[config.mk]
export PLATFORM = sky130hd
export DESIGN_NAME = ledsink_core
export DESIGN_NICKNAME = d
export VERILOG_FILES = /design/src/rtl/ledsink_pkg.sv /design/src/rtl/ledsink_shifter.sv /design/src/rtl/ledsink_latch.sv /design/src/rtl/ledsink_thermal.sv /design/src/rtl/ledsink_gate.sv /design/src/rtl/ledsink_core.sv
export SDC_FILE = /design/constraint.sdc
export NUM_CORES = 1
export LEC_CHECK = 0
export BUFFER_PORTS_ARGS = -buffer_cell sky130_fd_sc_hd__buf_2
export CAP_MARGIN = 20
export CORE_MARGIN = 4
export CORE_UTILIZATION = 29
export CTS_CLUSTER_SIZE = 25
export DETAILED_ROUTE_END_ITERATION = 10
export PLACE_DENSITY_LB_ADDON = 0.3
export REMOVE_ABC_BUFFERS = 1
export SLEW_MARGIN = 10
export SYNTH_ARGS = -nofsm -noshare
export SYNTH_HDL_FRONTEND = slang
export SYNTH_SLANG_ARGS = --single-unit
[constraint.sdc]
create_clock -name clk -period 3.1 [get_ports clk]
set_input_delay 0.155 -clock clk [delete_from_list [all_inputs] [get_ports clk]]
set_output_delay 0.155 -clock clk [all_outputs]
set_load 0.005 [all_outputs]
[src/rtl/ledsink_pkg.sv]
package ledsink_pkg;

    typedef enum logic {
        TH_RUN  = 1'b0,
        TH_TRIP = 1'b1
    } therm_state_t;

    typedef struct packed {
        logic clear;
        logic oe_n;
        logic trip;
        logic uv;
    } gate_ctl_t;

    function automatic therm_state_t next_therm(therm_state_t cur, logic hot, logic cool);
        therm_state_t nxt;
        nxt = cur;
        if (hot)
            nxt = TH_TRIP;
        else if (cool)
            nxt = TH_RUN;
        return nxt;
    endfunction

    function automatic logic blanked(gate_ctl_t c);
        return c.oe_n | c.trip | c.uv;
    endfunction

endpackage

[src/rtl/ledsink_shifter.sv]
module ledsink_shifter #(
    parameter int unsigned N = 16
) (
    input  logic         clk,
    input  logic         clear,
    input  logic         sdi,
    output logic [N-1:0] chain_q,
    output logic [N-1:0] chain_d
);
    always_comb begin
        if (clear)
            chain_d = '0;
        else
            chain_d = {chain_q[N-2:0], sdi};
    end

    always_ff @(posedge clk) begin
        chain_q <= chain_d;
    end
endmodule

[src/rtl/ledsink_latch.sv]
module ledsink_latch #(
    parameter int unsigned N = 16
) (
    input  logic         clk,
    input  logic         clear,
    input  logic         le,
    input  logic [N-1:0] chain_q,
    input  logic [N-1:0] chain_d,
    output logic [N-1:0] hold_q,
    output logic [N-1:0] disp
);
    always_ff @(posedge clk) begin
        if (clear)
            hold_q <= '0;
        else if (le)
            hold_q <= chain_d;
    end

    always_comb begin
        disp = le ? chain_q : hold_q;
    end
endmodule

[src/rtl/ledsink_thermal.sv]
module ledsink_thermal
    import ledsink_pkg::*;
#(
    parameter int unsigned TW      = 8,
    parameter int unsigned TRIP    = 165,
    parameter int unsigned RELEASE = 150
) (
    input  logic          clk,
    input  logic          rst,
    input  logic [TW-1:0] temp,
    output logic          trip
);
    localparam logic [TW-1:0] TRIP_C = TW'(TRIP);
    localparam logic [TW-1:0] REL_C  = TW'(RELEASE);

    therm_state_t st_q;

    always_ff @(posedge clk) begin
        if (rst)
            st_q <= TH_RUN;
        else
            st_q <= next_therm(st_q, temp >= TRIP_C, temp <= REL_C);
    end

    assign trip = (st_q == TH_TRIP);
endmodule

[src/rtl/ledsink_gate.sv]
module ledsink_gate
    import ledsink_pkg::*;
#(
    parameter int unsigned N = 16
) (
    input  gate_ctl_t    ctl,
    input  logic [N-1:0] disp,
    output logic [N-1:0] out_on
);
    for (genvar k = 0; k < N; k++) begin : g_ch
        assign out_on[k] = disp[k] & ~blanked(ctl);
    end
endmodule

[src/rtl/ledsink_core.sv]
module ledsink_core
    import ledsink_pkg::*;
#(
    parameter int unsigned N       = 16,
    parameter int unsigned TW      = 8,
    parameter int unsigned TRIP    = 165,
    parameter int unsigned RELEASE = 150
) (
    input  logic          clk,
    input  logic          rst,
    input  logic          sdi,
    input  logic          le,
    input  logic          oe_n,
    input  logic          uv,
    input  logic [TW-1:0] temp_c,
    output logic          sdo,
    output logic [N-1:0]  out_on
);
    logic [N-1:0] chain_q, chain_d, hold_q, disp;
    logic         trip;
    gate_ctl_t    ctl;

    assign ctl.clear = rst | uv;
    assign ctl.oe_n  = oe_n;
    assign ctl.trip  = trip;
    assign ctl.uv    = uv;

    ledsink_shifter #(.N(N)) u_shift (
        .clk(clk), .clear(ctl.clear), .sdi(sdi),
        .chain_q(chain_q), .chain_d(chain_d)
    );

    ledsink_latch #(.N(N)) u_latch (
        .clk(clk), .clear(ctl.clear), .le(le),
        .chain_q(chain_q), .chain_d(chain_d),
        .hold_q(hold_q), .disp(disp)
    );

    ledsink_thermal #(.TW(TW), .TRIP(TRIP), .RELEASE(RELEASE)) u_therm (
        .clk(clk), .rst(rst), .temp(temp_c), .trip(trip)
    );

    ledsink_gate #(.N(N)) u_gate (
        .ctl(ctl), .disp(disp), .out_on(out_on)
    );

    assign sdo = chain_q[N-1];
endmodule

[Yosys cells after proc, flatten, opt, wreduce, memory -nomap -nowiden]
Cells that the tools add are included.
Operators by class
  add/sub/neg operators: 0
  multipliers: 0
  divide/modulo/power cells: 0
  order comparisons: 2
  equality and inequality tests: 0
  shifts and indexed selects: 0
  multiplexer cells: 4
  bitwise logic cells: 20
  reduce and logical (&&, ||, !) cells: 1
Operator list (count)
  $mux W16: 2
  $and A1 B1 Y1: 16
  $ge A8 B8 Y1 const B: 1
  $le A8 B8 Y1 const B: 1
  $or A1 B1 Y1: 3
  $mux W1: 2
  $reduce_bool A2 Y1: 1
  $not A1 Y1: 1
Word-level totals
  bits in registers: 33
  bits in latches: 0
  memory bits (writable): 0
  memory bits (read-only): 0
  output and inout bits: 17
  memories: 0

[Longest topological paths before layout]
  depth after elaboration: 4
  mapped depth: 4

[Hierarchy]
A second synthesis with hierarchy kept.
Unflattened totals
  cell total of the unflattened synthesis: 168
  area total of the unflattened synthesis: 1545.2 um^2
Modules (own cells, without submodules)
  ledsink_latch: times used 1, cells an instance 103, area an instance 724.4 um^2
  ledsink_shifter: times used 1, cells an instance 33, area an instance 464.2 um^2
  ledsink_gate: times used 1, cells an instance 22, area an instance 281.5 um^2
  ledsink_thermal: times used 1, cells an instance 9, area an instance 68.8 um^2
  ledsink_core: times used 1, cells an instance 1, area an instance 6.3 um^2

[Worst setup path after synthesis]
No wires, ideal clock.
  path kind: register to output
  from: reg u_therm.st_q (netlist: u_therm.trip)
  to: out out_on[0]
  arrival: 1029 ps
  path slack: 1916 ps
  stages on the path, launching flop included: 5
  path buffers: 2
  path through: dfxtp_1 -> or3_1 -> buf_6 -> buf_12 -> a21oi_2
Between the ends
  cells in the longest elaborated chain, start to end: 4
Ends and longest elaborated chain
  start: declaration: line ledsink_thermal.sv:16  | therm_state_t st_q;
  start signal: assignment: line ledsink_thermal.sv:22  | st_q <= next_therm(st_q, temp >= TRIP_C, temp <= REL_C);
  $or A1 B1 Y1 (2 in a row): line ledsink_pkg.sv:26  | return c.oe_n | c.trip | c.uv;
  $not A1 Y1: line ledsink_gate.sv:11  | assign out_on[k] = disp[k] & ~blanked(ctl);
  $and A1 B1 Y1: line ledsink_gate.sv:11
  end: declaration: line ledsink_core.sv:17  | output logic [N-1:0] out_on
Every way passes these cells.

[Worst setup path after layout]
  from: reg u_therm.st_q (netlist: u_therm.trip)
  to: out out_on[12]
Same word-level chain as after synthesis.

==> reports/metrics.yaml <==
global_route:
  grt_pass1_wl_um: 4200
  grt-busiest-layer: "met2"
  grt_start_max_net_pins: 34
  grt_util_all_layers_pct: 10.3
  met3_usage_pct: 4.24
  grt_use_met2_pct: 16.6
  antenna_found_initial: 0
  grt_pass1_vias: 950
  globalRouteMet1Util_pct: 11.4
  gr-total-overflow: 0
cts:
  hold_buffers: 0
  cts-root-buf: "clkbuf_8"
  post-cts-setup-buffers: 0
  clk_latency_ps: 280
  clockBufferDepth: 2
  clk_pin_slew_worst_paths_ps: 60
  numCtsBuffers: 5
  cts_resized: 0
  htree_levels: 2
  cts_tree: "yes"
  numClockSinks: 33
min_path:
  min-delay-start: "sdi"
  worstHoldPathType: "in2reg"
synth:
  netlist_area_um2: 1250
  synthFlopType: "dfxtp_1"
  synth_edf_count: 0
  synth_top_cell_by_area: "dfxtp_1"
  syn_area_per_cell_um2: 9.40
  async_reset_ff_share_pct: 0
  synthDistinctLibCells: 18
  synth_top_area_share_pct: 52.9
  yosysSeqAreaShare_pct: 52.9
  synth-seq-cells: 33
  ys_warn_count: 0
  synth_area_leaders: "dfxtp_1 (53%), a21oi_1 (9.2%), and2_1 (8.0%), nand2b_1 (8.0%), a21oi_2 (7.0%)"
  synth_cells: 133
routing:
  post-route-drc-count: 0
  drtAntennaViolNets: 0
  drt_pre_antenna_iters: 4
  routedWlPerCell_um: 11.3
  num_vias: 955
  vias_per_cell: 4.50
  finalWirelength_um: 2400
  drtIter0Drc: 43
critical_path:
  path_cells: "or3_1, a21oi_1, buf_2"
  crit_type: "reg2out"
  end_kind: "output port"
  slowest_stage: "or3_1"
  cp.required_ps: 2940
  cp_slowest_stage_delay_ps: 690
  worstPathMaxFanout: 16
  start_kind: "flop"
  crit_arrival_ps: 1660
  crit_buf_inv: 1
  path_delay_family: "simple AND/OR/NAND/NOR gates"
  r2r-start: "u_therm.trip$_SDFFE_PP0P_"
  worstSetupStartpoint: "u_therm.trip$_SDFFE_PP0P_"
timing:
  post-route-period-util_pct: 58.7
  fmax_mhz: 550
  worstMarginPinSlew_ps: 775
  slew_violations: 0
  tns_ps: 0
  finalSetupViolCount: 0
  rsz0062_at_grt: "false"
  finalClockSkew_ps: 3.14
  holdWs_ps: 93.0
  hold_violations: 0
  maxSlewHeadroom_pct: 48.3
  period_needed_ps: 1820
final_layout:
  multi_input_area_um2: 523
  syn_to_final_growth_pct: 18.9
  fill_cells: 428
  final-seq-area_um2: 661
  final_nets: 176
  stdcell_area_um2: 1490
  drive_above_1_share_pct: 29.0
  antennaDiodeCount: 0
floorplan:
  die_w_um: 73.7
  ioPinCount: 31
  start_util_pct: 30.6
  fp-row-count: 23
  core_um2: 4090
  fp.dieH_um: 73.7
  die_area_um2: 5420
place:
  place.gp.congestion: 0.722
  dpl.hpwl_um: 1610
  place_area_um2: 1400
  port_buffers: 30
run:
  cap_violations: 0
outcome:
  status: "finished clean"
pwr:
  p_leak_nw: 0.574
  pwr_density_cell_nw_per_um2: 521
  irDropWorstVdd_mv: 0.250
path summary, 6_finish.rpt:
check                                     end  slack [ps]  cells after the start
hold / removal     u_shift.chain_q[0]$_DFF_P_          90                      2
hold reg to reg   u_shift.chain_q[10]$_DFF_P_         450                      1
setup / recovery                   out_on[12]        1280                      3
setup reg to reg    u_therm.trip$_SDFFE_PP0P_        2280                      2
flip-flops by register name, indices dropped and copies added, names as in the netlist:
name / flops
u_shift.chain_q: 16
u_latch.hold_q: 16
u_therm.trip: 1
cells in the final DEF (no fill, tap or decap):
cell and n:
or2_2 1, clkbuf_8 6, nor2_1 2, inv_1 1
o311a_1 1, nand2b_1 16, a21boi_0 2, dfxtp_1 33
clkbuf_1 1, nand4_1 1, o21ai_0 1, or3_1 1
a21oi_2 10, buf_2 30, and2_1 16, a21oi_1 23
nand2_1 17
cell type report:
type	instances	area share [%]
multi-input combinational	91	35.2
tap	50	4.21
clock buffer	7	5.81
sequential	33	44.4
inverter	1	0.253
timing repair buffer	30	10.1
cell usage after synthesis (all sizes together) (2+ instances only):
master  count
clkbuf      5
nand2b     16
and2       16
a21boi      2
a21oi      33
buf         3
nand2      17
nor2        2
dfxtp      33
power breakdown:
| part | switching, mW | internal [mW] |
|---|---|---|
| Sequential | 0.000763 | 0.426 |
| Combinational | 0.0216 | 0.0133 |
| Clock | 0.137 | 0.176 |
through the flow:
stage	util (%)	cells	total power, mW	worst slack (ps)
floorplan	-	125	0.452	1830
global placement	34.3	205	0.470	1580
detailed placement	34.3	205	0.472	1580
CTS	36.4	212	0.791	1270
global route	36.4	212	0.811	1140
finish	36.4	212	0.775	1280
logic make-up after synthesis:
logic type	share of synthesized area, %
AO/OA/AOI/OAI	18.6
buffers and inverters	5.30
flip-flops	52.9
AND/OR/NAND/NOR	23.2
routing by layer:
metal / up-vias / wire [µm]
met5: - / 0
met4: 0 / 20
met3: 4 / 102
met2: 20 / 1170
met1: 440 / 1100
li1: 491 / -
Note: power is estimated with default switching activity, not from simulation.
